File: config.mk
export PLATFORM = sky130hd
export DESIGN_NAME = cdsclk_gen
export DESIGN_NICKNAME = d
export VERILOG_FILES = /design/src/rtl/cdsclk_pkg.sv /design/src/rtl/cdsclk_cfg.sv /design/src/rtl/cdsclk_tbase.sv /design/src/rtl/cdsclk_edges.sv /design/src/rtl/cdsclk_gen.sv
export SDC_FILE = /design/constraint.sdc
export NUM_CORES = 1
export LEC_CHECK = 0
export ABC_AREA = 1
export BUFFER_PORTS_ARGS = -buffer_cell sky130_fd_sc_hd__clkbuf_2
export CAP_MARGIN = 20
export CORE_ASPECT_RATIO = 0.9
export CORE_MARGIN = 10
export CORE_UTILIZATION = 50
export DETAILED_ROUTE_END_ITERATION = 12
export GPL_ROUTABILITY_DRIVEN = 0
export GPL_TIMING_DRIVEN = 0
export HOLD_SLACK_MARGIN = 0.1
export PLACE_DENSITY = 0.69
export SETUP_SLACK_MARGIN = 0.4
export SLEW_MARGIN = 20
export SYNTH_ARGS = -nofsm -noshare
export SYNTH_HDL_FRONTEND = slang
export SYNTH_SLANG_ARGS = --single-unit
File: constraint.sdc
create_clock -name clk -period 4.9 [get_ports clk]
set_input_delay 0.735 -clock clk [delete_from_list [all_inputs] [get_ports clk]]
set_output_delay 0.735 -clock clk [all_outputs]
set_load 0.005 [all_outputs]
File: src/rtl/cdsclk_pkg.sv
package cdsclk_pkg;
  localparam int unsigned TICK_W = 8;
  localparam int unsigned SLOT_W = 2;

  typedef logic [TICK_W-1:0] tick_t;
  typedef logic [SLOT_W-1:0] slot_t;

  typedef struct packed {
    logic  three;
    logic  cds;
    tick_t per;
    tick_t rr;
    tick_t rf;
    tick_t dr;
    tick_t df;
  } gen_cfg_t;

  // tick at which the converter clock turns high inside its period
  function automatic tick_t half_of(tick_t per);
    return per >> 1;
  endfunction

  // index of the final converter period inside one pixel
  function automatic slot_t last_slot(logic three);
    return three ? slot_t'(2) : slot_t'(0);
  endfunction

  function automatic logic in_win(tick_t pos, tick_t lo, tick_t hi);
    return (pos >= lo) && (pos < hi);
  endfunction

  // edge ordering rules for a candidate setting
  function automatic logic cfg_legal(gen_cfg_t c);
    logic base_ok;
    logic ref_ok;
    base_ok = (c.per >= tick_t'(2)) && (c.dr < c.df) && (c.df <= half_of(c.per));
    ref_ok  = !c.cds || ((c.rr < c.rf) && (c.rf < c.dr));
    return base_ok && ref_ok;
  endfunction
endpackage

File: src/rtl/cdsclk_cfg.sv
module cdsclk_cfg
  import cdsclk_pkg::*;
#(
  parameter gen_cfg_t DEF = '0
) (
  input  logic     clk,
  input  logic     rst_n,
  input  logic     load,
  input  gen_cfg_t req,
  output gen_cfg_t staged,
  output logic     err
);
  logic req_ok;
  logic take;

  assign req_ok = cfg_legal(req);
  assign take   = load && req_ok;

  always_ff @(posedge clk) begin
    if (!rst_n) begin
      staged <= DEF;
      err    <= 1'b0;
    end else if (load) begin
      err <= !req_ok;
      if (take) staged <= req;
    end
  end

  AST_REFUSE_KEEPS: assert property (@(posedge clk) disable iff (!rst_n)
    (load && !req_ok) |=> ($stable(staged) && err));
  AST_ERR_STICKY: assert property (@(posedge clk) disable iff (!rst_n)
    !load |=> $stable(err));
  AST_ACCEPT_CLEARS: assert property (@(posedge clk) disable iff (!rst_n)
    take |=> !err);
endmodule

File: src/rtl/cdsclk_tbase.sv
module cdsclk_tbase
  import cdsclk_pkg::*;
#(
  parameter gen_cfg_t DEF = '0
) (
  input  logic     clk,
  input  logic     rst_n,
  input  gen_cfg_t staged,
  output gen_cfg_t act,
  output tick_t    sub,
  output slot_t    slot,
  output logic     bnd
);
  logic per_end;

  assign per_end = (sub == (act.per - tick_t'(1)));
  assign bnd     = per_end && (slot == last_slot(act.three));

  always_ff @(posedge clk) begin
    if (!rst_n) begin
      sub  <= '0;
      slot <= '0;
      act  <= DEF;
    end else if (bnd) begin
      sub  <= '0;
      slot <= '0;
      act  <= staged;
    end else if (per_end) begin
      sub  <= '0;
      slot <= slot + slot_t'(1);
    end else begin
      sub  <= sub + tick_t'(1);
    end
  end

  AST_SWAP_ONLY_AT_EDGE: assert property (@(posedge clk) disable iff (!rst_n)
    !bnd |=> $stable(act));
  AST_SLOT_BOUND: assert property (@(posedge clk) disable iff (!rst_n)
    slot <= last_slot(act.three));
  AST_SUB_BOUND: assert property (@(posedge clk) disable iff (!rst_n)
    sub < act.per);
endmodule

File: src/rtl/cdsclk_edges.sv
module cdsclk_edges
  import cdsclk_pkg::*;
(
  input  logic     clk,
  input  logic     rst_n,
  input  gen_cfg_t act,
  input  tick_t    sub,
  input  slot_t    slot,
  output logic     ref_o,
  output logic     dat_o,
  output logic     cnv_o,
  output logic     pix_o
);
  logic first_slot;
  logic ref_nx;
  logic dat_nx;
  logic cnv_nx;
  logic pix_nx;

  assign first_slot = (slot == slot_t'(0));
  assign ref_nx = act.cds && first_slot && in_win(sub, act.rr, act.rf);
  assign dat_nx = first_slot && in_win(sub, act.dr, act.df);
  assign cnv_nx = (sub >= half_of(act.per));
  assign pix_nx = first_slot && (sub == act.df);

  always_ff @(posedge clk) begin
    if (!rst_n) begin
      ref_o <= 1'b0;
      dat_o <= 1'b0;
      cnv_o <= 1'b0;
      pix_o <= 1'b0;
    end else begin
      ref_o <= ref_nx;
      dat_o <= dat_nx;
      cnv_o <= cnv_nx;
      pix_o <= pix_nx;
    end
  end

  AST_PIX_SINGLE: assert property (@(posedge clk) disable iff (!rst_n)
    pix_o |=> !pix_o);
  AST_PIX_ON_FALL: assert property (@(posedge clk) disable iff (!rst_n)
    pix_o |-> (!dat_o && $past(dat_o)));
  AST_REF_DOWN_FIRST: assert property (@(posedge clk) disable iff (!rst_n)
    $rose(dat_o) |-> !ref_o);
  AST_DAT_IN_CNV_LOW: assert property (@(posedge clk) disable iff (!rst_n)
    dat_o |-> !cnv_o);
endmodule

File: src/rtl/cdsclk_gen.sv
module cdsclk_gen
  import cdsclk_pkg::*;
#(
  parameter int unsigned RST_PER = 8,
  parameter int unsigned RST_RR  = 0,
  parameter int unsigned RST_RF  = 1,
  parameter int unsigned RST_DR  = 2,
  parameter int unsigned RST_DF  = 4
) (
  input  logic              clk,
  input  logic              rst_n,
  input  logic              cfg_load,
  input  logic              cfg_three,
  input  logic              cfg_cds,
  input  logic [TICK_W-1:0] cfg_period,
  input  logic [TICK_W-1:0] cfg_ref_rise,
  input  logic [TICK_W-1:0] cfg_ref_fall,
  input  logic [TICK_W-1:0] cfg_dat_rise,
  input  logic [TICK_W-1:0] cfg_dat_fall,
  output logic              ref_clk,
  output logic              dat_clk,
  output logic              cnv_clk,
  output logic              pix_start,
  output logic              cfg_err
);
  localparam gen_cfg_t RST_CFG = '{
    three: 1'b1,
    cds:   1'b1,
    per:   tick_t'(RST_PER),
    rr:    tick_t'(RST_RR),
    rf:    tick_t'(RST_RF),
    dr:    tick_t'(RST_DR),
    df:    tick_t'(RST_DF)
  };

  gen_cfg_t req;
  gen_cfg_t staged;
  gen_cfg_t act;
  tick_t    sub;
  slot_t    slot;
  logic     bnd;

  assign req = '{
    three: cfg_three,
    cds:   cfg_cds,
    per:   cfg_period,
    rr:    cfg_ref_rise,
    rf:    cfg_ref_fall,
    dr:    cfg_dat_rise,
    df:    cfg_dat_fall
  };

  cdsclk_cfg #(.DEF(RST_CFG)) u_cfg (
    .clk    (clk),
    .rst_n  (rst_n),
    .load   (cfg_load),
    .req    (req),
    .staged (staged),
    .err    (cfg_err)
  );

  cdsclk_tbase #(.DEF(RST_CFG)) u_tbase (
    .clk    (clk),
    .rst_n  (rst_n),
    .staged (staged),
    .act    (act),
    .sub    (sub),
    .slot   (slot),
    .bnd    (bnd)
  );

  cdsclk_edges u_edges (
    .clk   (clk),
    .rst_n (rst_n),
    .act   (act),
    .sub   (sub),
    .slot  (slot),
    .ref_o (ref_clk),
    .dat_o (dat_clk),
    .cnv_o (cnv_clk),
    .pix_o (pix_start)
  );

  AST_SHA_REF_QUIET: assert property (@(posedge clk) disable iff (!rst_n)
    !act.cds |=> !ref_clk);
  AST_STAGED_LEGAL: assert property (@(posedge clk) disable iff (!rst_n)
    bnd |-> cfg_legal(staged));
endmodule

* After elaboration in Yosys (flattened, before gate mapping)
Index checks and enable logic that the tools add are counted.
** Word-level totals
- Flip-flop bits (word level) :: 99
- Bits of input ports :: 45
- Logic and storage cells :: 58
** Cells by class
- Add/sub/neg operators :: 3
- Magnitude comparators :: 10
- Equal/unequal tests :: 3
- Multiplexer cells :: 1
- Bitwise operators :: 1
- Reduce and logical (&&, ||, !) cells :: 19
** Operators by type and width (count)
- less-than comparator 8 bit :: 5
- == test 8 bit :: 2
- >= comparator 8 bit :: 2
- logical AND 1 bit :: 12
- adder 8 x 1 -> 8 bit, second input constant :: 1
- >= comparator 8 x 2 -> 1 bit, second input constant :: 1
- >= comparator 8 x 7 -> 1 bit :: 1
- <= comparator 8 x 7 -> 1 bit :: 1
- subtractor 8 x 1 -> 8 bit, second input constant :: 1
- OR reduction 3 bit :: 1
- adder 2 x 1 -> 2 bit, second input constant :: 1
- == test 2 bit :: 1
- logical NOT 1 bit :: 2
- logical NOT 2 bit :: 1
- 2-to-1 mux 2 bit :: 1
- AND reduction 2 bit :: 1
- OR reduction 2 bit :: 1
- logical OR 1 bit :: 1
- inverter 1 bit :: 1

* Longest topological paths before layout
Gate-level depths: netlist of run 1.
- Depth after elaboration :: 6
- Depth in mapped cells :: 15
- Mapped depth without buffers :: 15

* Hierarchy
Synthesis of run 1 repeated with hierarchy kept, for this count alone.
** Second synthesis, totals
- Cell total of the unflattened synthesis :: 927
- Area, all modules :: 6130.9 um^2
** By module, submodules not included
- cdsclk_cfg :: times used 1, cells each 381, area each 2557.5 um^2, seq. area each 860.8 um^2
- cdsclk_tbase :: times used 1, cells each 373, area each 2439.8 um^2, seq. area each 1041.0 um^2
- cdsclk_edges :: times used 1, cells each 173, area each 1133.6 um^2, seq. area each 80.1 um^2

* Least setup slack after synthesis of run 1
OpenSTA, ideal clock, no wires.
- Kind :: in2reg
- From :: input port cfg_dat_rise[7]
- To :: register u_cfg.staged[0] (netlist name)
- Arrival time :: 2113 ps
- Required time :: 4836 ps
- Path slack :: 2723 ps
- Stages on the path :: 13
- Buffers on the path :: 2
- Cells stage by stage :: inv_1 -> ha_1 -> nand2_1 -> nand2_1 -> nor2_1 -> nand3_1 -> nor2_1 -> nand3_1 -> nand2_1 -> buf_2 -> buf_2 -> a21oi_1 -> nor2_1
** Between the ends
- Word-level cells in the longest chain between the ends :: 6
** Ends and longest elaborated chain
- start: declaration :: RTL line cdsclk_gen.sv:18 : input logic [TICK_W-1:0] cfg_dat_rise,
- less-than comparator 8 bit (on tied branches) :: RTL line cdsclk_pkg.sv:36, cdsclk_pkg.sv:37
- logical AND 1 bit (on tied branches) :: RTL line cdsclk_pkg.sv:36, cdsclk_pkg.sv:37
- logical AND 1 bit or logical OR 1 bit (tied branches) :: RTL line cdsclk_pkg.sv:36, cdsclk_pkg.sv:37
- logical AND 1 bit (*) :: RTL line cdsclk_pkg.sv:38 : return base_ok && ref_ok;
- logical AND 1 bit (*) :: RTL line cdsclk_cfg.sv:17 : assign take = load && req_ok;
- AND reduction 2 bit (no source line) (*)
Mark *: on every way between the ends. The rest lies on a longest branch, timed or not.
A chain may end at the register's enable or synchronous reset.

* Worst setup path in the final report of run 1
- From :: input port cfg_dat_rise[7]
- To :: register u_cfg.staged[38] (netlist name)
** Between the ends
- Word-level cells in the longest chain between the ends :: 6
** Ends and longest elaborated chain (RTL line)
- less-than comparator 8 bit (on tied branches) :: cdsclk_pkg.sv:36, cdsclk_pkg.sv:37
- logical AND 1 bit (on tied branches) :: cdsclk_pkg.sv:36, cdsclk_pkg.sv:37
- logical AND 1 bit or logical OR 1 bit (tied branches) :: cdsclk_pkg.sv:36, cdsclk_pkg.sv:37
- logical AND 1 bit (*) :: cdsclk_pkg.sv:38
- logical AND 1 bit (*) :: cdsclk_cfg.sv:17
- AND reduction 2 bit (no source line) (*)
Marks and branches as above.

==> impl_metrics.ini, run 1 <==
[outcome]
status = finished clean

[cells_and_area]
antennaDiodeCount = 0
fin_area_mm2 = 0.00665
fin_cells = 1048
synthToLayoutAreaGrowth_pct = 12.2
nNetsFinal = 1001
drive_gt1_share_pct = 10.8

[cts]
clock-sinks = 99
cts_buffers = 9
clockBufferDepth = 2
tritoncts = yes
htree_num_levels = 3
clk_pin_slew_worst_paths_ns = 0.07
cts_root_buffer = clkbuf_16
ctsHoldBuffers = 0
cts_setup_buffers = 0
clock_latency_ns = 0.35
cts.repair.resized = 0

[route]
dr.pass1.iters = 5
drt_iter0_drc = 363
route.detailed.drc = 0
drt-total-wl_um = 16300
vias = 5687
wl_per_cell_um = 15.6
postRouteAntennaNets = 0
post_drt_via_cell_ratio = 5.43

[sta]
relSlewSlack_pct = 46.5
hold_viol = 0
skew_ns = 0.00699
tns_ns = 0
worstMarginPinSlew_ns = 0.799
min_period_ns = 2.39
grt_setup_unrepaired = false
slew_violations = 0
max_freq_mhz = 419
final.period_utilization_pct = 48.7
setup_violations = 0

[synth]
synthCells = 828
synth-seq-cells = 99
netlist_area_mm2 = 0.00592
ys_types = 32
yosys_warnings = 0
synth_area_per_cell_um2 = 7.16
syn_nets = 942
ys_seq_area_share_pct = 33.5

[grt]
grt_use_total_pct = 20.0
grt_pass1_vias = 5563
grt_max_degree = 19
grt_pass1_wl_um = 26800
grt-ovfl-total = 0
antenna_found_initial = 0

[worst_setup_path]
critPathKind = in -> reg
crit_fanout = 10
cp-end-kind = flip-flop
critPathSlowestCell = clkbuf_1
crit_path_start_kind = primary input
path_common_cell = nand2_1
cp.required_ns = 5.14
worstPathArrival_ns = 2.63
rr_worst_depth = 11
cp_slowest_stage_delay_ns = 0.44
crit_chain = clkbuf_2 -> inv_1 -> ha_1 -> nand2_1 -> nand2_1 -> nor2_1 -> nand3_1 -> nor2_1 -> nand3_1 -> nand2_1 -> clkbuf_1 -> nand4_1 -> nand2_1 -> nor2_1

[placed_design]
placed_area_mm2 = 0.00636
port_buffers = 48
dp_hpwl_um = 13100
placed_cells = 1032

[power]
p_per_area_mw_per_mm2 = 268
leakage_uw = 0.00314
peakVddDrop_v = 0.000229
p_total_uw = 1780

[job]
max_cap_viol_count = 0

[min_path]
holdCritPathClass = reg -> reg
whs_path_depth = 2

[floorplan]
start_util_pct = 51.4
dieArea_mm2 = 0.0166
num_rows = 37
die_x_um = 135
fp.coreArea_mm2 = 0.0115
ios = 50
die_y_um = 123
-- metal layers --
metal | share of wire, % | vias to the layer above | global-route usage, %
li1 | - | 2888 | -
met1 | 47 | 2647 | 26.2
met2 | 46 | 134 | 33.0
met3 | 5.8 | 18 | 4.30
met4 | 1.1 | 0 | 4.69
met5 | 0 | - | 0
-- registers in the layout (all words and copies together), names as in the netlist --
| register | cells |
|---|---|
| u_edges.dat_o | 1 |
| u_edges.cnv_o | 1 |
| u_tbase.slot | 2 |
| u_tbase.sub | 8 |
| u_cfg.staged | 42 |
| u_tbase.act | 42 |
| u_cfg.err | 1 |
| u_edges.pix_o | 1 |
| u_edges.ref_o | 1 |
-- final timing paths --
check / slack, ns / from / end
setup / recovery: 2.51 / cfg_dat_rise[7] / u_cfg.staged[38]
setup reg to reg: 2.68 / u_tbase.act[32] / u_tbase.act[25]
hold / removal: 0.45 / u_cfg.staged[7] / u_cfg.staged[7]
hold reg to reg: 0.45 / u_cfg.staged[7] / u_cfg.staged[7]
-- report_power, final --
| group | total (µW) | leakage (µW) | switching, µW | internal, µW |
|---|---|---|---|---|
| registers | 848 | 0.000802 | 19.8 | 828 |
| logic | 245 | 0.00220 | 156 | 89.1 |
| clock network | 685 | 0.000140 | 331 | 354 |
| total | 1780 | 0.00314 | 507 | 1270 |
-- critical path, delay by kind of cell --
family | cells | cell delay, ns
AND/OR/NAND/NOR | 10 | 0.97
buffers and inverters | 3 | 0.60
adder cells (fa/ha/maj) | 1 | 0.32
-- logic make-up after synthesis --
logic type      Yosys count  share of synthesized area (%)
buf+inv                 154                           10.6
compound gates          110                           9.91
flops                    99                           33.5
xor+xnor                 12                           1.77
fa+ha+maj                69                           14.6
simple gates            384                           29.7
-- cells in the final DEF, fill, tap and decap left out, types with 2 or more instances in the layout --
cell,count
nand2_1,181
inv_1,109
dfxtp_1,99
a21oi_1,95
nand4_1,82
ha_1,69
nor2_1,66
clkbuf_2,48
nand3_1,40
clkbuf_1,18
buf_2,12
xor2_1,12
buf_4,10
clkbuf_16,9
o21ai_0,4
nor3_1,3
nor2_2,3
buf_1,3
inv_2,2
a21o_1,2
nand3b_1,2
nor2_4,2
nor3b_1,2
a211oi_1,2
inv_8,2
clkinv_4,2
-- synthesized netlist by cell type --
master     count  area share [%]
a2111oi_0      1            0.15
a211oi_1       2            0.25
a21o_1         2            0.25
a21oi_1       95             8.0
a21oi_2        1            0.15
a32oi_1        1            0.15
buf_1          3            0.19
buf_2         12             1.0
buf_4         10             1.3
clkbuf_1      18             1.1
dfxtp_1       99              33
ha_1          69              15
inv_1        109             6.9
inv_2          2            0.13
nand2_1      181              11
nand2_2        1            0.11
nand3_1       40             3.4
nand3_4        1            0.30
nand3b_1       2            0.25
nand4_1       82             8.7
nor2_1        66             4.2
nor2_2         3            0.32
nor2_4         2            0.38
nor3_1         3            0.25
nor3b_1        2            0.25
nor4_1         1            0.11
o2111ai_1      1            0.15
o21a_1         1            0.13
o21ai_0        4            0.34
o221ai_1       1            0.15
o311a_1        1            0.17
xor2_1        12             1.8
-- stage by stage --
stage | worst slack (ns) | utilization (%) | hold WS (ns)
after CTS | 2.58 | 57.7 | 0.450
after global routing | 2.29 | 57.7 | 0.465
after detailed placement | 2.22 | 55.2 | 0.441
after global placement | 2.29 | 55.2 | 0.428
final | 2.51 | 57.7 | 0.453
after floorplan | 2.72 | - | 0.419
-- final cells by class --
cell class,count,area (µm²)
fillers,1093,4880
clock inverters,7,61.3
clock buffers,9,225
well taps,156,195
multi-input cells,575,3310
flip-flops and latches,99,1980
repair buffers,48,240
inverters,111,417
plain buffers,43,214
(Power assumes the default switching activity.)
==> inputs of run 2 (changes only) <==
- PLACE_DENSITY: 0.69 -> 0.71
- clock period: 4.9 -> 2 ns (I/O delays scaled with it)
==> impl_metrics.ini, run 2 (synthesis results as in run 1) <==
[cells_and_area]
fin_cells = 1080
antennaDiodeCount = 0
top_regs = u_cfg.staged: 42 flops, u_tbase.act: 42 flops, u_tbase.sub: 8 flops
mostFrequentLayoutCells = nand2_1, inv_1, dfxtp_1
layout_commonest_cell = nand2_1
nNetsFinal = 1033
register_area_mm2 = 0.00200
synthToLayoutAreaGrowth_pct = 36.1
fin_area_mm2 = 0.00806
drive_gt1_share_pct = 29.8
post-route-util_pct = 69.9
fillers = 877
multi_input_area_mm2 = 0.00398

[floorplan]
ios = 50
die_y_um = 123
dieArea_mm2 = 0.0166
num_rows = 37
die_x_um = 135
fp.coreArea_mm2 = 0.0115
start_util_pct = 51.4

[route]
postRouteAntennaNets = 0
drt_iter0_drc = 503
dr.pass1.iters = 5
post_drt_via_cell_ratio = 5.67
vias = 6121
drt-total-wl_um = 19000
route.detailed.drc = 0
wl_per_cell_um = 17.6

[min_path]
min_from = cfg_three
holdCritPathClass = in -> reg
whs_path_depth = 3
min_to = u_cfg.staged[41]

[placed_design]
dp_hpwl_um = 13200
placed_area_mm2 = 0.00668
port_buffers = 48
placed_cells = 1032

[power]
peakVddDrop_v = 0.000421
p_switching_uw = 1350
combPwrFrac_pct = 20.5
p_per_area_mw_per_mm2 = 600
leakage_uw = 0.00354
swShare_pct = 28.0
power_frac_seq_pct = 43.2
clockPowerShare_pct = 36.3
p_int_uw = 3480

[grt]
grt-ovfl-total = 0
grt_use_total_pct = 20.7
grt_max_degree = 16
antenna_found_initial = 0
grt_pass1_wl_um = 27700
grt_pass1_vias = 5713

[cts]
clock_latency_ns = 0.35
htree_num_levels = 3
clk_pin_slew_worst_paths_ns = 0.06
tritoncts = yes
clockBufferDepth = 2
cts_buffers = 9
clock-sinks = 99
cts_root_buffer = clkbuf_16

[worst_setup_path]
rrSetupSlack_ns = 0.07
rr_worst_depth = 13
crit_path_start_kind = flip-flop
timing.rr.end = u_tbase.act[34]
worstPathArrival_ns = 2.13
critPathKind = reg -> reg
cp.required_ns = 2.20
rr_startpoint = u_tbase.act[32]
crit_fanout = 10
cp-end-kind = flip-flop

[job]
max_cap_viol_count = 0

[sta]
max_freq_mhz = 519
hold_viol = 0
final.period_utilization_pct = 96.4
skew_ns = 0.00760
grt_setup_unrepaired = true
slew_violations = 0
worstMarginPinSlew_ns = 0.777
setup_violations = 0
relSlewSlack_pct = 48.2
min_period_ns = 1.93

[outcome]
status = finished clean
-- run 2: worst max-delay path, stage by stage, from the launching register on --
cell	delay [ns]
dfxtp_2	0.33
inv_2	0.10
ha_4	0.15
nand2_1	0.06
nor2_2	0.12
nand3_1	0.11
nand3_1	0.08
nand2_1	0.08
nor2_4	0.14
buf_12	0.15
nand3_4	0.14
buf_6	0.20
nand2_2	0.06
a21oi_2	0.05
-- run 2: stage by stage --
stage          hold slack [ns]  setup TNS, ns  setup WS (ns)  total power, µW
2_1_floorplan            0.417              0          0.282             2570
3_3_place_gp             0.427          -3.41         -0.101             2770
3_5_place_dp             0.432          -4.14         -0.115             2800
4_1_cts                  0.190              0          0.124             4530
5_1_grt                  0.210          -1.28        -0.0539             5020
6_report                 0.201              0         0.0719             4840
-- run 2: final cells by class --
class | count | area share, %
plain buffers | 43 | 4.98
multi-input cells | 577 | 49.4
clock buffers | 12 | 3.06
inverters | 111 | 5.42
well taps | 156 | 2.42
flip-flops and latches | 99 | 24.9
clock inverters | 4 | 0.621
repair buffers | 78 | 9.21
-- run 2: how the worst max path moves through the flow --
stage                    start         endpoint  cells after the start
2_1_floorplan  u_tbase.act[32]  u_tbase.act[34]                     11
3_3_place_gp    u_tbase.sub[4]  u_tbase.act[41]                     10
3_5_place_dp    u_tbase.sub[4]   u_tbase.act[2]                     10
4_1_cts        u_tbase.act[33]   u_tbase.act[2]                     12
5_1_grt        u_tbase.act[33]  u_tbase.act[14]                     12
6_report       u_tbase.act[32]  u_tbase.act[34]                     13
-- run 2: power groups by stage --
stage	logic [µW]	registers [µW]	clock network [µW]
after global placement	649	2120	0
after CTS	693	2080	1760
final	989	2090	1760
after floorplan	469	2100	0
after detailed placement	674	2120	0
after global routing	1080	2090	1850
-- run 2: repair_timing --
action                     4_1_cts  5_1_grt
setup endpoints to repair       92       99
setup buffers                   10        8
cloned                           3       11
resized for setup               27      179
pin swaps                       12       61
hold buffers                     0        0
-- run 2: layer usage --
layer | global-route usage, % | up-vias | wire length [µm] | share of wire [%]
met5 | 0 | - | 0 | 0
met4 | 5.23 | 0 | 428 | 2.3
met3 | 4.95 | 37 | 1600 | 8.4
met2 | 34.6 | 233 | 9030 | 48
met1 | 26.5 | 2889 | 7930 | 42
li1 | - | 2962 | - | -
==> inputs of run 3 (changes only) <==
- CORE_UTILIZATION: 50 -> 30
- GPL_TIMING_DRIVEN: 0 -> 1
- PLACE_DENSITY: 0.71 -> unset
==> impl_metrics.ini, run 3 (synthesis results as in run 1) <==
[sta]
skew_ns = 0.00625
relSlewSlack_pct = 54.8
min_period_ns = 1.99
final.period_utilization_pct = 99.4
hold_viol = 0
setup_violations = 0
slew_violations = 0
grt_setup_unrepaired = true
worstMarginPinSlew_ns = 0.677
max_freq_mhz = 503
tns_ns = 0

[grt]
grt_pass1_wl_um = 27800
grt_pass1_vias = 5445
antenna_found_initial = 0
grt_max_degree = 44
grt-ovfl-total = 0
grt_use_total_pct = 13.0

[floorplan]
num_rows = 48
ios = 50
die_x_um = 168
dieArea_mm2 = 0.0258
die_y_um = 153
start_util_pct = 30.7
fp.coreArea_mm2 = 0.0193

[min_path]
holdCritPathClass = in -> reg

[cells_and_area]
synthToLayoutAreaGrowth_pct = 40.9
antennaDiodeCount = 0
drive_gt1_share_pct = 30.2
top_regs = u_cfg.staged: 42 flops, u_tbase.act: 42 flops, u_tbase.sub: 8 flops
fillers = 1879
nNetsFinal = 1029
post-route-util_pct = 43.3
layout_commonest_cell = nand2_1
fin_area_mm2 = 0.00835
mostFrequentLayoutCells = nand2_1, inv_1, dfxtp_1
fin_cells = 1170

[power]
p_switching_uw = 1390
combPwrFrac_pct = 20.0
leakage_uw = 0.00369
swShare_pct = 29.6
p_per_area_mw_per_mm2 = 564
power_frac_seq_pct = 44.0
p_int_uw = 3310
peakVddDrop_v = 0.000553
clockPowerShare_pct = 36.0

[worst_setup_path]
crit_chain = inv_2 -> ha_4 -> buf_4 -> nand3_1 -> nand2_1 -> nand2_1 -> nand2_1 -> nand2_2 -> nor2_4 -> nand3_4 -> bufbuf_16 -> nand2_1 -> a21oi_1
path_common_cell = nand2_1
cp_slowest_stage_delay_ns = 0.33
crit_fanout = 9
cp-end-kind = flip-flop
critPathSlowestCell = dfxtp_2
cp_top_family = simple AND/OR/NAND/NOR gates
worstPathArrival_ns = 2.19
crit_path_start_kind = flip-flop
cp_num_buf_inv = 3
cp.required_ns = 2.21
critPathKind = reg -> reg

[route]
vias = 5881
dr.pass1.iters = 5
drt-total-wl_um = 19100
post_drt_via_cell_ratio = 5.03
wl_per_cell_um = 16.3
route.detailed.drc = 0
postRouteAntennaNets = 0
drt_iter0_drc = 380

[cts]
htree_num_levels = 3
cts_buffers = 9
cts_root_buffer = clkbuf_16
clock-sinks = 99
ctsHoldBuffers = 0
clk_pin_slew_worst_paths_ns = 0.07
clockBufferDepth = 2
tritoncts = yes
clock_latency_ns = 0.35

[outcome]
status = finished clean

[placed_design]
dp_hpwl_um = 12000
placed_cells = 1112
port_buffers = 49
placed_area_mm2 = 0.00680

[job]
max_cap_viol_count = 0
## run 3: layout make-up
class                           count  area, µm²  area share (%)
Sequential cell                    99       2000            24.0
Timing Repair Buffer              119       1350            16.2
Multi-Input combinational cell    575       3960            47.5
Clock buffer                        9        225            2.70
Inverter                          111        432            5.17
Tap cell                          250        313            3.75
Clock inverter                      7       58.8           0.705
## run 3: layer usage
metal	GRT usage, %	vias up	wire length [µm]	part of all wire [%]
li1	-	2951	-	-
met5	0	-	0	0
met1	17.5	2734	8960	47
met2	20.7	163	8730	46
met4	3.36	0	415	2.2
met3	2.51	33	1010	5.3
## run 3: worst paths after layout
check / startpoint / end / slack [ns] / depth (start not counted)
worst max-delay path: u_tbase.act[33] / u_tbase.act[37] / 0.01 / 13
worst max register to register: u_tbase.act[33] / u_tbase.act[37] / 0.01 / 13
worst min-delay path: cfg_three / u_cfg.staged[41] / 0.18 / 3
worst min register to register: u_cfg.staged[7] / u_cfg.staged[7] / 0.45 / 2
## run 3: power by group through the flow
| stage | Combinational (µW) | Clock (µW) | Sequential [µW] |
|---|---|---|---|
| 2_1_floorplan | 469 | 0 | 2100 |
| 3_3_place_gp | 677 | 0 | 2110 |
| 3_5_place_dp | 680 | 0 | 2110 |
| 4_1_cts | 687 | 1740 | 2070 |
| 5_1_grt | 1030 | 1810 | 2080 |
| 6_report | 941 | 1690 | 2070 |
## run 3: timing repair
action,in CTS,in global routing
resized for setup,23,144
buffers inserted,12,9
endpoints found under the setup margin,53,97
pin swaps,9,61
gates cloned,4,17
## run 3: worst min-delay path, cell delays in order
cell      delay, ns
clkbuf_2       0.08
nand3_2        0.06
nand3_1        0.06
## run 3: stage by stage
step / setup WS, ns / power, µW / hold slack (ns)
floorplan: 0.282 / 2570 / 0.417
global placement: 0.0625 / 2790 / 0.429
detailed placement: 0.0568 / 2790 / 0.432
CTS: 0.107 / 4490 / 0.177
global route: -0.0828 / 4920 / 0.212
finish: 0.0121 / 4710 / 0.180
